**src/rtl/shact_pkg.sv**
```systemverilog
package shact_pkg;
  // width of a counter that must hold 0..lim
  function automatic int unsigned cnt_bits(int unsigned lim);
    return (lim < 2) ? 1 : $clog2(lim + 1);
  endfunction

  // width of an index into n slots (at least one bit)
  function automatic int unsigned idx_bits(int unsigned n);
    return (n < 2) ? 1 : $clog2(n);
  endfunction
endpackage

```
**src/rtl/shact_lookup.sv**
```systemverilog
module shact_lookup #(
  parameter int unsigned NUM_ENTRIES = 4,
  parameter int unsigned ROW_W       = 16,
  parameter int unsigned CNT_W       = 7,
  parameter int unsigned IDX_W       = 2
) (
  input  logic             clk,
  input  logic             rst_n,
  input  logic [NUM_ENTRIES-1:0] slot_vld,
  input  logic [ROW_W-1:0] slot_row [NUM_ENTRIES],
  input  logic [CNT_W-1:0] slot_cnt [NUM_ENTRIES],
  input  logic [ROW_W-1:0] key_row,
  input  logic             guard_vld,
  input  logic [IDX_W-1:0] guard_idx,
  output logic             hit,
  output logic [IDX_W-1:0] hit_idx,
  output logic             free_found,
  output logic [IDX_W-1:0] free_idx,
  output logic             vict_found,
  output logic [IDX_W-1:0] vict_idx,
  output logic [CNT_W-1:0] vict_cnt
);
  logic [NUM_ENTRIES-1:0] hit_vec;

  for (genvar g = 0; g < NUM_ENTRIES; g++) begin : g_cmp
    assign hit_vec[g] = slot_vld[g] && (slot_row[g] == key_row);
  end

  always_comb begin
    hit = 1'b0;
    hit_idx = '0;
    free_found = 1'b0;
    free_idx = '0;
    for (int i = 0; i < NUM_ENTRIES; i++) begin
      if (hit_vec[i] && !hit) begin
        hit = 1'b1;
        hit_idx = IDX_W'(i);
      end
      if (!slot_vld[i] && !free_found) begin
        free_found = 1'b1;
        free_idx = IDX_W'(i);
      end
    end
  end

  // lowest count wins, earlier index wins a tie, pending slot is skipped
  always_comb begin
    vict_found = 1'b0;
    vict_idx = '0;
    vict_cnt = '0;
    for (int i = 0; i < NUM_ENTRIES; i++) begin
      if (!(guard_vld && guard_idx == IDX_W'(i))) begin
        if (!vict_found || slot_cnt[i] < vict_cnt) begin
          vict_found = 1'b1;
          vict_idx = IDX_W'(i);
          vict_cnt = slot_cnt[i];
        end
      end
    end
  end

  AST_SINGLE_HIT: assert property (@(posedge clk) disable iff (!rst_n)
    $onehot0(hit_vec));

  AST_VICTIM_SPARES_PENDING: assert property (@(posedge clk) disable iff (!rst_n)
    (vict_found && guard_vld) |-> (vict_idx != guard_idx));
endmodule

```
**src/rtl/shact_reqsel.sv**
```systemverilog
module shact_reqsel #(
  parameter int unsigned NUM_ENTRIES = 4,
  parameter int unsigned CNT_W       = 7,
  parameter int unsigned IDX_W       = 2,
  parameter int unsigned THRESH      = 125
) (
  input  logic             clk,
  input  logic             rst_n,
  input  logic [NUM_ENTRIES-1:0] slot_vld,
  input  logic [CNT_W-1:0] slot_cnt [NUM_ENTRIES],
  input  logic             clr,
  input  logic             accept,
  output logic             pend_q,
  output logic [IDX_W-1:0] pend_idx_q
);
  localparam logic [CNT_W-1:0] LIM = CNT_W'(THRESH);

  logic [NUM_ENTRIES-1:0] at_lim;
  logic                   pick;
  logic [IDX_W-1:0]       pick_idx;

  for (genvar g = 0; g < NUM_ENTRIES; g++) begin : g_lim
    assign at_lim[g] = slot_vld[g] && (slot_cnt[g] >= LIM);
  end

  always_comb begin
    pick = 1'b0;
    pick_idx = '0;
    for (int i = 0; i < NUM_ENTRIES; i++) begin
      if (at_lim[i] && !pick) begin
        pick = 1'b1;
        pick_idx = IDX_W'(i);
      end
    end
  end

  always_ff @(posedge clk or negedge rst_n) begin
    if (!rst_n) begin
      pend_q <= 1'b0;
      pend_idx_q <= '0;
    end else if (clr || accept) begin
      pend_q <= 1'b0;
    end else if (!pend_q && pick) begin
      pend_q <= 1'b1;
      pend_idx_q <= pick_idx;
    end
  end

  AST_ACCEPT_DROPS: assert property (@(posedge clk) disable iff (!rst_n)
    (pend_q && accept) |=> !pend_q);

  AST_CLEAR_WITHDRAWS: assert property (@(posedge clk) disable iff (!rst_n)
    clr |=> !pend_q);
endmodule

```
**src/rtl/shact_tracker.sv**
```systemverilog
module shact_tracker #(
  parameter int unsigned NUM_BANKS   = 16,
  parameter int unsigned ROW_W       = 16,
  parameter int unsigned NUM_ENTRIES = 4,
  parameter int unsigned THRESH      = 125
) (
  input  logic                         clk,
  input  logic                         rst_n,
  input  logic                         act_vld,
  input  logic [$clog2(NUM_BANKS)-1:0] act_bank,
  input  logic [ROW_W-1:0]             act_row,
  input  logic                         win_clr,
  output logic                         req_vld,
  input  logic                         req_rdy,
  output logic [ROW_W-1:0]             req_row,
  output logic [NUM_BANKS-1:0]         req_banks
);
  localparam int unsigned CNT_W = shact_pkg::cnt_bits(THRESH);
  localparam int unsigned IDX_W = shact_pkg::idx_bits(NUM_ENTRIES);
  localparam logic [CNT_W-1:0] LIM = CNT_W'(THRESH);

  initial begin
    if (THRESH < 2) $error("THRESH must be at least 2");
  end

  function automatic logic [CNT_W-1:0] cnt_step(input logic [CNT_W-1:0] cur);
    return (cur >= LIM) ? LIM : cur + 1'b1;
  endfunction

  logic [NUM_ENTRIES-1:0] ent_vld_q;
  logic [ROW_W-1:0]       ent_row_q   [NUM_ENTRIES];
  logic [CNT_W-1:0]       ent_cnt_q   [NUM_ENTRIES];
  logic [NUM_BANKS-1:0]   ent_banks_q [NUM_ENTRIES];

  // view of the table after this cycle's clear / acceptance
  logic [NUM_ENTRIES-1:0] eff_vld;
  logic [CNT_W-1:0]       eff_cnt   [NUM_ENTRIES];
  logic [NUM_BANKS-1:0]   eff_banks [NUM_ENTRIES];

  logic                 accept;
  logic [IDX_W-1:0]     req_idx;
  logic [NUM_BANKS-1:0] bank_1h;
  logic                 guard_vld;
  logic                 hit, free_found, vict_found;
  logic [IDX_W-1:0]     hit_idx, free_idx, vict_idx;
  logic [CNT_W-1:0]     vict_cnt;

  assign accept    = req_vld && req_rdy;
  assign bank_1h   = NUM_BANKS'(1) << act_bank;
  assign guard_vld = req_vld && !accept && !win_clr;

  always_comb begin
    for (int i = 0; i < NUM_ENTRIES; i++) begin
      eff_vld[i] = ent_vld_q[i] && !win_clr;
      if (win_clr || (accept && req_idx == IDX_W'(i))) begin
        eff_cnt[i] = '0;
        eff_banks[i] = '0;
      end else begin
        eff_cnt[i] = ent_cnt_q[i];
        eff_banks[i] = ent_banks_q[i];
      end
    end
  end

  shact_lookup #(
    .NUM_ENTRIES(NUM_ENTRIES), .ROW_W(ROW_W), .CNT_W(CNT_W), .IDX_W(IDX_W)
  ) u_lookup (
    .clk(clk), .rst_n(rst_n),
    .slot_vld(eff_vld), .slot_row(ent_row_q), .slot_cnt(eff_cnt),
    .key_row(act_row), .guard_vld(guard_vld), .guard_idx(req_idx),
    .hit(hit), .hit_idx(hit_idx),
    .free_found(free_found), .free_idx(free_idx),
    .vict_found(vict_found), .vict_idx(vict_idx), .vict_cnt(vict_cnt)
  );

  shact_reqsel #(
    .NUM_ENTRIES(NUM_ENTRIES), .CNT_W(CNT_W), .IDX_W(IDX_W), .THRESH(THRESH)
  ) u_reqsel (
    .clk(clk), .rst_n(rst_n),
    .slot_vld(ent_vld_q), .slot_cnt(ent_cnt_q),
    .clr(win_clr), .accept(accept),
    .pend_q(req_vld), .pend_idx_q(req_idx)
  );

  always_ff @(posedge clk or negedge rst_n) begin
    if (!rst_n) begin
      ent_vld_q <= '0;
      for (int i = 0; i < NUM_ENTRIES; i++) begin
        ent_row_q[i] <= '0;
        ent_cnt_q[i] <= '0;
        ent_banks_q[i] <= '0;
      end
    end else begin
      ent_vld_q <= eff_vld;
      for (int i = 0; i < NUM_ENTRIES; i++) begin
        ent_cnt_q[i] <= eff_cnt[i];
        ent_banks_q[i] <= eff_banks[i];
      end
      if (act_vld) begin
        if (hit) begin
          ent_cnt_q[hit_idx] <= cnt_step(eff_cnt[hit_idx]);
          ent_banks_q[hit_idx] <= eff_banks[hit_idx] | bank_1h;
        end else if (free_found) begin
          ent_vld_q[free_idx] <= 1'b1;
          ent_row_q[free_idx] <= act_row;
          ent_cnt_q[free_idx] <= CNT_W'(1);
          ent_banks_q[free_idx] <= bank_1h;
        end else if (vict_found) begin
          ent_row_q[vict_idx] <= act_row;
          ent_cnt_q[vict_idx] <= cnt_step(vict_cnt);
          ent_banks_q[vict_idx] <= bank_1h;
        end
      end
    end
  end

  assign req_row   = ent_row_q[req_idx];
  assign req_banks = ent_banks_q[req_idx];

  AST_REQ_HOLD: assert property (@(posedge clk) disable iff (!rst_n)
    (req_vld && !req_rdy && !win_clr) |=> (req_vld && $stable(req_row)));

  AST_REQ_AT_LIMIT: assert property (@(posedge clk) disable iff (!rst_n)
    req_vld |-> (ent_cnt_q[req_idx] == LIM));

  AST_REQ_HAS_BANK: assert property (@(posedge clk) disable iff (!rst_n)
    req_vld |-> (req_banks != '0));
endmodule

```
**config.mk**
```make
export PLATFORM = sky130hd
export DESIGN_NAME = shact_tracker
export DESIGN_NICKNAME = d
export VERILOG_FILES = /design/src/rtl/shact_pkg.sv /design/src/rtl/shact_lookup.sv /design/src/rtl/shact_reqsel.sv /design/src/rtl/shact_tracker.sv
export SDC_FILE = /design/constraint.sdc
export NUM_CORES = 1
export LEC_CHECK = 0
export BUFFER_PORTS_ARGS = -buffer_cell sky130_fd_sc_hd__clkbuf_2
export CAP_MARGIN = 20
export CELL_PAD_IN_SITES_DETAIL_PLACEMENT = 1
export CELL_PAD_IN_SITES_GLOBAL_PLACEMENT = 2
export CORE_ASPECT_RATIO = 0.9
export CORE_MARGIN = 2
export CORE_UTILIZATION = 42
export CTS_CLUSTER_DIAMETER = 150
export DETAILED_ROUTE_END_ITERATION = 8
export GPL_TIMING_DRIVEN = 0
export PLACE_DENSITY = 0.88
export SETUP_SLACK_MARGIN = 0.2
export SLEW_MARGIN = 10
export SYNTH_ARGS = -nofsm -noshare
export SYNTH_HDL_FRONTEND = slang
export SYNTH_SLANG_ARGS = --single-unit
```
**constraint.sdc**
```tcl
create_clock -name clk -period 20.4 [get_ports clk]
set_input_delay 3.06 -clock clk [delete_from_list [all_inputs] [get_ports clk]]
set_output_delay 3.06 -clock clk [all_outputs]
set_load 0.03 [all_outputs]
```
After elaboration in Yosys (flattened, before gate mapping) --
Index checks and enable logic that the tools add are counted.
Cells by class: $add $sub $neg 2, reductions and logical operators 66, $lt $le $gt $ge 18, eq/ne operators 7, multiplexer cells 99, shift-type cells 1, bitwise logic cells 11
Operators by type and width (number):
- $mux 64 | 6
- $bwmux 64 | 5
- $mux 16 | 13
- $mux 7 | 18
- $mux 28 | 4
- $bmux 16 s2 | 3
- $demux 16 s2 | 3
- $eq 16x16->1 | 4
- $bwmux 28 | 2
- $demux 7 s2 | 3
- $ge 7x7->1 const B | 6
- $logic_and 1x1->1 | 37
- $mux 1 | 26
- $and 24x24->24 | 1
- $not 24->24 | 1
- $mux 2 | 11
- $lt 7x7->1 | 3
- $logic_not 1->1 | 16
- $or 16x16->16 | 1
- $shl 1x4->16 const A | 1
- $add 7x1->7 const B | 2
- $bmux 7 s2 | 1
- $ge 3x3->1 const B | 4
- $mux 4 | 3
- 14 further kinds | 30
Word-level totals: word-level logic and storage cells 219, input port bits 25, bits in registers 163, output and inout bits 33

Logic depth before layout (Yosys ltp) --
Gate-level depths: netlist (run 1).
depth after elaboration 28, gate-level depth with buffers 37, depth with buffers taken out 34

Cells and area by module --
Synthesis (run 1) repeated with hierarchy kept, for this count alone.
Second synthesis, totals: cells, all modules 1103, area, all modules 10711.5 um^2
Modules (own cells, without submodules):
- shact_tracker | instances 1, sequential area each 4003.8 um^2, cells each 865, area an instance 8818.5 um^2
- shact_lookup | instances 1, sequential area each 0.0 um^2, cells each 215, area an instance 1662.8 um^2
- shact_reqsel | instances 1, sequential area each 75.1 um^2, cells each 23, area an instance 230.2 um^2

Least setup slack after synthesis (run 1) --
OpenSTA, ideal clock, no wires.
path type input to register, start point in req_rdy, end point reg ent_cnt_q[11] (netlist bit), required time 20.296 ns, cell stages on the path 36, buffers on the path 4, slack 9.863 ns, setup time 0.104 ns, arrival 10.433 ns, path through buf_2 > nor4bb_1 > nor2_1 > clkbuf_1 > clkbuf_1 > nand3_1 > ha_1 > nand2_1 > o21ai_1 > o21a_2 > nor2_1 > o31ai_1 > ha_1 > a211oi_1 > nor2_1 > or3_1 > o31a_1 > nor2_4 > buf_4 > mux2_2 > ha_1 > and3_1 > o21ai_0 > nand4_1 > o21ai_0 > o21a_1 > nand2b_1 > nand2_1 > inv_1 > ha_1 > nand3_1 > xnor2_1 > nor2_1 > o31ai_2 > a221oi_1 > a221oi_1
On the way: word-level cells in the longest chain between the ends 28, elaborated cells on any way between the ends 70, classes of those cells 2 x add/sub; 7 x order compare; 37 x mux; 2 x bitwise; 22 x reduce/logical
Ends and longest elaborated chain:
- start: declaration | RTL line shact_tracker.sv:14 | input logic req_rdy,
- $logic_and 1x1->1 * | RTL line shact_tracker.sv:48 | assign accept = req_vld && req_rdy;
- $logic_not 1->1 | RTL line shact_tracker.sv:50 | assign guard_vld = req_vld && !accept && !win_clr;
- $logic_and 1x1->1 (2 in a row) | RTL line shact_tracker.sv:50
- $logic_and 1x1->1 | RTL line shact_lookup.sv:52 | if (!(guard_vld && guard_idx == IDX_W'(i))) begin
- $mux 7 | RTL line shact_lookup.sv:52
- $lt 7x7->1 | RTL line shact_lookup.sv:53 | if (!vict_found || slot_cnt[i] < vict_cnt) begin
- $logic_or 1x1->1 | RTL line shact_lookup.sv:53
- $mux 7 or $mux 1 (tied branches) | RTL line shact_lookup.sv:53
- [11 not listed]
- $logic_and 1x1->1 (not written as such) | RTL line shact_tracker.sv:110 | ent_cnt_q[vict_idx] <= cnt_step(vict_cnt);
- $mux 7 (not written as such) | RTL line shact_tracker.sv:110
- $demux 7 s2 | RTL line shact_tracker.sv:110
- $bwmux 28 | RTL line shact_tracker.sv:110
- $mux 28 | RTL line shact_tracker.sv:108 | end else if (vict_found) begin
- $mux 28 | RTL line shact_tracker.sv:103 | end else if (free_found) begin
- $mux 28 | RTL line shact_tracker.sv:100 | if (hit) begin
- $mux 28 * | RTL line shact_tracker.sv:99 | if (act_vld) begin
- end signal: indexed assignment | RTL line shact_tracker.sv:96 | ent_cnt_q[i] <= eff_cnt[i];
- end signal: indexed assignment | RTL line shact_tracker.sv:101 | ent_cnt_q[hit_idx] <= cnt_step(eff_cnt[hit_idx]);
- end signal: indexed assignment | RTL line shact_tracker.sv:110
- end: declaration | RTL line shact_tracker.sv:32 | logic [CNT_W-1:0] ent_cnt_q [NUM_ENTRIES];
Mark *: on every way between the ends. The rest lies on a longest branch, timed or not. The select of a mux whose other input is x is not followed. A chain may end at the register's enable or synchronous reset.

Final worst setup path (run 1) --
start point in req_rdy, end point reg ent_cnt_q[1] (netlist bit)
The elaborated chain is that of the path after synthesis.

==> impl_metrics.env, run 1 <==
export IMPL_fmax_ghz=0.0747
export IMPL_clockPowerShare_pct=31.2
export IMPL_synth_edf_count=0
export IMPL_switchingPower_w=0.000442
export IMPL_report_final_hold_viol_count=0
export IMPL_dp_slack_ps=6880
export IMPL_core_um2=29700
export IMPL_antenna_found_initial=0
export IMPL_synthTopCellsByArea="dfrtp_1 32%, nand2_1 6.3%, mux4_2 5.7%, mux2_2 5.5%, a21oi_1 4.4%"
export IMPL_wl_met3_um=6980
export IMPL_ys_flop_type="dfrtp_1"
export IMPL_syn_area_per_cell_um2=8.54
export IMPL_crit_top_cell="clkbuf_1"
export IMPL_n_antenna_cell=0
export IMPL_worst_path_max_delay_cell="clkbuf_1"
export IMPL_netlist_top_cell_by_area="dfrtp_1"
export IMPL_crit_start="req_rdy"
export IMPL_cts_resized_gates=0
export IMPL_min_period_ps=13380
export IMPL_grtUsageTotal_pct=39.2
export IMPL_hp_start="ent_row_q[27]$_DFFE_PN0P_"
export IMPL_numCtsBuffers=17
export IMPL_clock_sinks=163
export IMPL_hold_depth=1
export IMPL_fin_skew_ps=16.0
export IMPL_ios=58
export IMPL_min_path_type="reg -> reg"
export IMPL_wl_met1_um=25000
export IMPL_ys_seq_elements=163
export IMPL_portBuffers=34
export IMPL_grt_pass1_vias=13494
export IMPL_slew_viol_final=0
export IMPL_route_detailed_drc=0
export IMPL_post_cts_setup_buffer_count=0
export IMPL_fin_setup_tns_ps=0
export IMPL_status="completed"
export IMPL_worst_r2r_cell_count=32
export IMPL_die_area_um2=31300
export IMPL_whs_ps=556
export IMPL_final_antenna_net_count=0
export IMPL_grt_max_degree=69
export IMPL_yosysTopAreaCellShare_pct=32.5
export IMPL_path_clk_slew_ps=70
export IMPL_cp_end_kind="flip-flop"
export IMPL_async_flop_share_pct=100
export IMPL_p_seq_share_pct=36.1
export IMPL_wl_per_cell_um=31.0
export IMPL_fp_dieH_um=168
export IMPL_leakagePower_nw=5.67
export IMPL_setup_ws_ps=7020
export IMPL_mappedNetlistNets=1518
export IMPL_required_ps=20690
export IMPL_p_int_w=0.000670
export IMPL_swShare_pct=39.8
export IMPL_setup_viol_count_final=0
export IMPL_fin_util_pct=47.0
export IMPL_peakVddDrop_mv=0.0652
export IMPL_power_total_w=0.00111
export IMPL_syn_to_final_growth_pct=11.0
export IMPL_worstMarginPinSlew_ps=1260
export IMPL_globalplace_congestion=0.974
export IMPL_via_per_inst=6.92
export IMPL_startpoint_type="input port"
export IMPL_crit_arrival_ps=13670
export IMPL_dr_total_vias=13471
export IMPL_die_w_um=186
export IMPL_slowest_delay_ps=850
export IMPL_drt_wl_total_um=60300
export IMPL_crit_type="in -> reg"
export IMPL_initial_core_util_pct=42.3
export IMPL_layout_commonest_cell="nand2_1"
export IMPL_top_layer_used="met4"
export IMPL_yosys_warnings=0
export IMPL_powerDensity_nw_per_um2=79.8
export IMPL_ctsHoldBuffers=0
export IMPL_detail_route_first_pass_iterations=7
export IMPL_combPwrFrac_pct=32.7
export IMPL_drv_cap=0
export IMPL_clockBufferDepth=2
export IMPL_grt_pass1_wl_um=89300
export IMPL_syn_area_um2=12600
export IMPL_overflow=0
export IMPL_ctsHtreeMaxLevel=4
export IMPL_layout_common_cells="210 x nand2_1, 163 x dfrtp_1, 128 x nor2_1"
export IMPL_rows=60
export IMPL_yosysSeqAreaShare_pct=32.5
export IMPL_fin_crit_sh_pct=65.6
export IMPL_path_max_fanout=10
export IMPL_cts_tree="yes"
export IMPL_drt_iter0_drc=1600
export IMPL_netlist_instances=1471
export IMPL_drive_gt1_share_pct=15.7
export IMPL_slew_headroom_pct=16.1
export IMPL_critical_path_reg2reg_startpoint="u_reqsel.pend_q$_DFFE_PN0P_"
export IMPL_clock_latency_ps=460
export IMPL_dp_final_hpwl_um=44000
export IMPL_final_net_count=1578
export IMPL_rsz0062_at_grt="false"
export IMPL_yosysUniqueCellTypes=93
export IMPL_clock_root_buffer="clkbuf_16"
export IMPL_dr_wl_met2_um=26200
==> layer usage <==
metal | GRT usage [%] | up-vias
met1 | 54.5 | 6849
met4 | 14.8 | 0
li1 | - | 5571
met2 | 57.8 | 891
met5 | 0.480 | -
met3 | 10.9 | 160
==> worst max-delay path: cells and delay by family <==
family / cells / cell delay, ps
AOI/OAI and AO/OA: 12 / 3680
buffers and inverters: 6 / 3470
and+or+nand+nor: 10 / 1980
adders and majority gates: 3 / 1070
muxes: 1 / 390
==> through the flow <==
step | cell area, um^2 | std cells
CTS | 13900 | 1944
global placement | 13200 | 1908
global route | 13900 | 1946
detailed placement | 13300 | 1913
finish | 13900 | 1946
floorplan | 12600 | 1471
==> synth_stat cells, types with 6 or more instances <==
cell	number
nor2_1	128
xor2_1	40
nor4_1	11
nand3_1	33
a31oi_1	40
xnor2_1	31
mux2i_1	9
inv_1	25
o22ai_1	17
nand4_1	29
and3_1	6
buf_1	7
mux4_2	32
mux2_2	61
dfrtp_1	163
clkbuf_1	68
buf_4	8
a211oi_1	18
a22oi_1	24
o211ai_1	19
a2bb2oi_1	8
buf_2	25
or3_1	6
nand2b_1	9
o31ai_1	7
ha_1	22
nor2b_1	9
a21oi_1	111
a221oi_1	19
o221ai_1	15
nand2_1	210
o21a_1	11
nor3_1	35
o21ai_0	103
and2_1	11
==> flip-flops by register name, indices dropped and copies added, names as in the netlist <==
| signal | cells |
|---|---|
| ent_vld_q | 4 |
| u_reqsel.pend_idx_q | 2 |
| ent_banks_q | 64 |
| ent_cnt_q | 28 |
| u_reqsel.pend_q | 1 |
| ent_row_q | 64 |
==> path summary, 6_finish.rpt <==
| path | endpoint | slack, ps |
|---|---|---|
| worst max-delay path | ent_cnt_q[1]$_DFF_PN0_ | 7020 |
| worst min-delay path | ent_row_q[27]$_DFFE_PN0P_ | 560 |
| worst max register to register | ent_cnt_q[1]$_DFF_PN0_ | 9070 |
| worst min register to register | ent_row_q[27]$_DFFE_PN0P_ | 560 |
| max in group asynchronous | ent_cnt_q[5]$_DFF_PN0_ | 16860 |
| min in group asynchronous | ent_row_q[3]$_DFFE_PN0P_ | 2500 |
==> cells by family (layout without fill, tap and decap cells) <==
group	count (synthesis)	in the layout	share of synthesized area [%]
AND/OR/NAND/NOR	520	520	19.4
AO/OA/AOI/OAI	452	452	23.9
flip-flops	163	163	32.5
buffers and inverters	135	207	4.58
multiplexers	108	108	12.5
XOR/XNOR	71	71	4.95
adder cells (fa/ha/maj)	22	22	2.19
==> power by group through the flow <==
| stage | registers [W] | clock network (W) | logic, W |
|---|---|---|---|
| 2_1_floorplan | 0.000393 | 0 | 0.000244 |
| 3_3_place_gp | 0.000401 | 0 | 0.000343 |
| 3_5_place_dp | 0.000406 | 0 | 0.000352 |
| 4_1_cts | 0.000400 | 0.000344 | 0.000355 |
| 5_1_grt | 0.000405 | 0.000355 | 0.000384 |
| 6_report | 0.000401 | 0.000347 | 0.000364 |
==> layout make-up <==
cell class	count	area [um^2]
Multi-Input combinational cell	1173	7910
Buffer	109	478
Fill cell	3545	15700
Inverter	26	97.6
Clock buffer	19	453
Clock inverter	12	136
Sequential cell	163	4080
Tap cell	403	504
Timing Repair Buffer	41	287
Power figures use the tool's default switching activity.
==> inputs of run 2 (changes only) <==
--- a/config.mk
+++ b/config.mk
@@ -11,11 +11,11 @@
 export CELL_PAD_IN_SITES_GLOBAL_PLACEMENT = 2
 export CORE_ASPECT_RATIO = 0.9
 export CORE_MARGIN = 2
-export CORE_UTILIZATION = 42
+export CORE_UTILIZATION = 39
 export CTS_CLUSTER_DIAMETER = 150
 export DETAILED_ROUTE_END_ITERATION = 8
 export GPL_TIMING_DRIVEN = 0
-export PLACE_DENSITY = 0.88
+export PLACE_DENSITY = 0.83
 export SETUP_SLACK_MARGIN = 0.2
 export SLEW_MARGIN = 10
 export SYNTH_ARGS = -nofsm -noshare
==> constraint.sdc (replaced) <==
create_clock -name clk -period 13.25 [get_ports clk]
set_input_delay 1.9875 -clock clk [delete_from_list [all_inputs] [get_ports clk]]
set_output_delay 1.9875 -clock clk [all_outputs]
set_load 0.03 [all_outputs]
==> run 2 against run 1 <==
Clock power is 45% higher. Largest cell class unchanged. Clock-buffer cell count fell by 1. Via count down 0.36%. Sequential cell count unchanged. Utilization shrank 3.2 points. Die area rose by 7.5%. Largest power group unchanged.
==> impl_metrics.env, run 2 (same netlist as run 1, synthesis figures left out) <==
export IMPL_die_w_um=193
export IMPL_portBuffers=34
export IMPL_die_area_um2=33600
export IMPL_slew_viol_final=0
export IMPL_slowest_delay_ps=880
export IMPL_wl_per_cell_um=30.5
export IMPL_fin_crit_sh_pct=93.4
export IMPL_crit_type="in -> reg"
export IMPL_final_antenna_net_count=0
export IMPL_fp_dieH_um=174
export IMPL_required_ps=13540
export IMPL_grt_max_degree=86
export IMPL_crit_arrival_ps=12670
export IMPL_route_detailed_drc=0
export IMPL_dp_final_hpwl_um=43200
export IMPL_cts_tree="yes"
export IMPL_clockBufferDepth=2
export IMPL_layout_common_cells="210 x nand2_1, 163 x dfrtp_1, 128 x nor2_1"
export IMPL_powerDensity_nw_per_um2=121
export IMPL_fin_setup_tns_ps=0
export IMPL_grtUsageTotal_pct=36.2
export IMPL_cts_resized_gates=0
export IMPL_clock_sinks=163
export IMPL_core_um2=31800
export IMPL_slew_headroom_pct=18.8
export IMPL_post_cts_setup_buffer_count=0
export IMPL_antenna_found_initial=2
export IMPL_finalNonFillerCells=1959
export IMPL_fillers=3843
export IMPL_fin_skew_ps=9.70
export IMPL_setup_viol_count_final=0
export IMPL_path_max_fanout=10
export IMPL_top_regs="ent_banks_q: 64 flops, ent_row_q: 64 flops, ent_cnt_q: 28 flops"
export IMPL_crit_top_cell="nor2_1"
export IMPL_power_total_w=0.00168
export IMPL_clock_root_buffer="clkbuf_16"
export IMPL_initial_core_util_pct=39.5
export IMPL_grt_pass1_vias=13421
export IMPL_ctsHtreeMaxLevel=4
export IMPL_drt_iter0_drc=1642
export IMPL_min_path_type="reg -> reg"
export IMPL_grt_pass1_wl_um=89200
export IMPL_report_final_hold_viol_count=0
export IMPL_clock_latency_ps=450
export IMPL_final_net_count=1577
export IMPL_path_clk_slew_ps=70
export IMPL_drv_cap=0
export IMPL_fmax_ghz=0.0808
export IMPL_drive_gt1_share_pct=15.7
export IMPL_leakagePower_nw=5.64
export IMPL_cp_end_kind="flip-flop"
export IMPL_n_antenna_cell=0
export IMPL_via_per_inst=6.85
export IMPL_ios=58
export IMPL_detail_route_first_pass_iterations=7
export IMPL_status="completed"
export IMPL_numCtsBuffers=17
export IMPL_drt_wl_total_um=59800
export IMPL_startpoint_type="input port"
export IMPL_layout_commonest_cell="nand2_1"
export IMPL_rows=62
export IMPL_ctsHoldBuffers=0
export IMPL_min_period_ps=12380
export IMPL_peakVddDrop_mv=0.0998
export IMPL_worstMarginPinSlew_ps=1210
export IMPL_overflow=0
export IMPL_rsz0062_at_grt="false"
export IMPL_worst_path_max_delay_cell="clkbuf_1"
export IMPL_syn_to_final_growth_pct=10.9
export IMPL_dr_total_vias=13423
export IMPL_dp_cells=1925
export IMPL_whs_ps=556
export IMPL_globalplace_congestion=0.975
==> run 2: metal layers <==
metal  global-route usage, %  vias to the layer above  share of wire, %
met5                       0                        -             0.044
met4                    15.5                        4               4.4
met3                    8.56                      170                10
met2                    53.4                      825                43
met1                    50.4                     6843                42
li1                        -                     5581                 -
==> run 2: path summary, 6_finish.rpt <==
path | start | endpoint | slack (ps) | cells past startpoint
max | req_rdy | ent_cnt_q[23]$_DFF_PN0_ | 870 | 33
max in group asynchronous | rst_n | ent_banks_q[20]$_DFF_PN0_ | 10720 | 2
min | ent_row_q[22]$_DFFE_PN0P_ | ent_row_q[22]$_DFFE_PN0P_ | 560 | 1
min reg2reg | ent_row_q[22]$_DFFE_PN0P_ | ent_row_q[22]$_DFFE_PN0P_ | 560 | 1
min in group asynchronous | rst_n | ent_row_q[3]$_DFFE_PN0P_ | 1590 | 1
max reg2reg | u_reqsel.pend_idx_q[1]$_DFFE_PN0P_ | ent_cnt_q[23]$_DFF_PN0_ | 1830 | 33
==> run 2: critical path: cells and delay by family <==
family | cells | cell delay, ps
buffers and inverters | 5 | 2570
AND/OR/NAND/NOR | 13 | 3530
multiplexers | 1 | 390
AO/OA/AOI/OAI | 11 | 3030
adder cells (fa/ha/maj) | 3 | 1080
==> run 2: final cells by class <==
class / count / area (um^2) / area share (%)
Inverter: 26 / 97.6 / 0.701
Clock buffer: 18 / 439 / 3.15
Multi-Input combinational cell: 1173 / 7910 / 56.8
Buffer: 109 / 478 / 3.43
Sequential cell: 163 / 4080 / 29.3
Timing Repair Buffer: 40 / 263 / 1.89
Clock inverter: 14 / 139 / 0.998
Tap cell: 416 / 520 / 3.74
==> run 2: power breakdown <==
part           switching (W)  internal [W]
registers          0.0000577      0.000558
logic               0.000365      0.000195
clock network       0.000249      0.000254
total               0.000672       0.00101
==> run 2: stage by stage <==
step	instance area (um^2)	worst slack [ps]	util [%]
after floorplan	12600	3790	-
after global placement	13200	1080	41.6
after detailed placement	13300	793	41.9
after CTS	13900	1240	43.7
after global routing	13900	476	43.8
final	13900	868	43.8
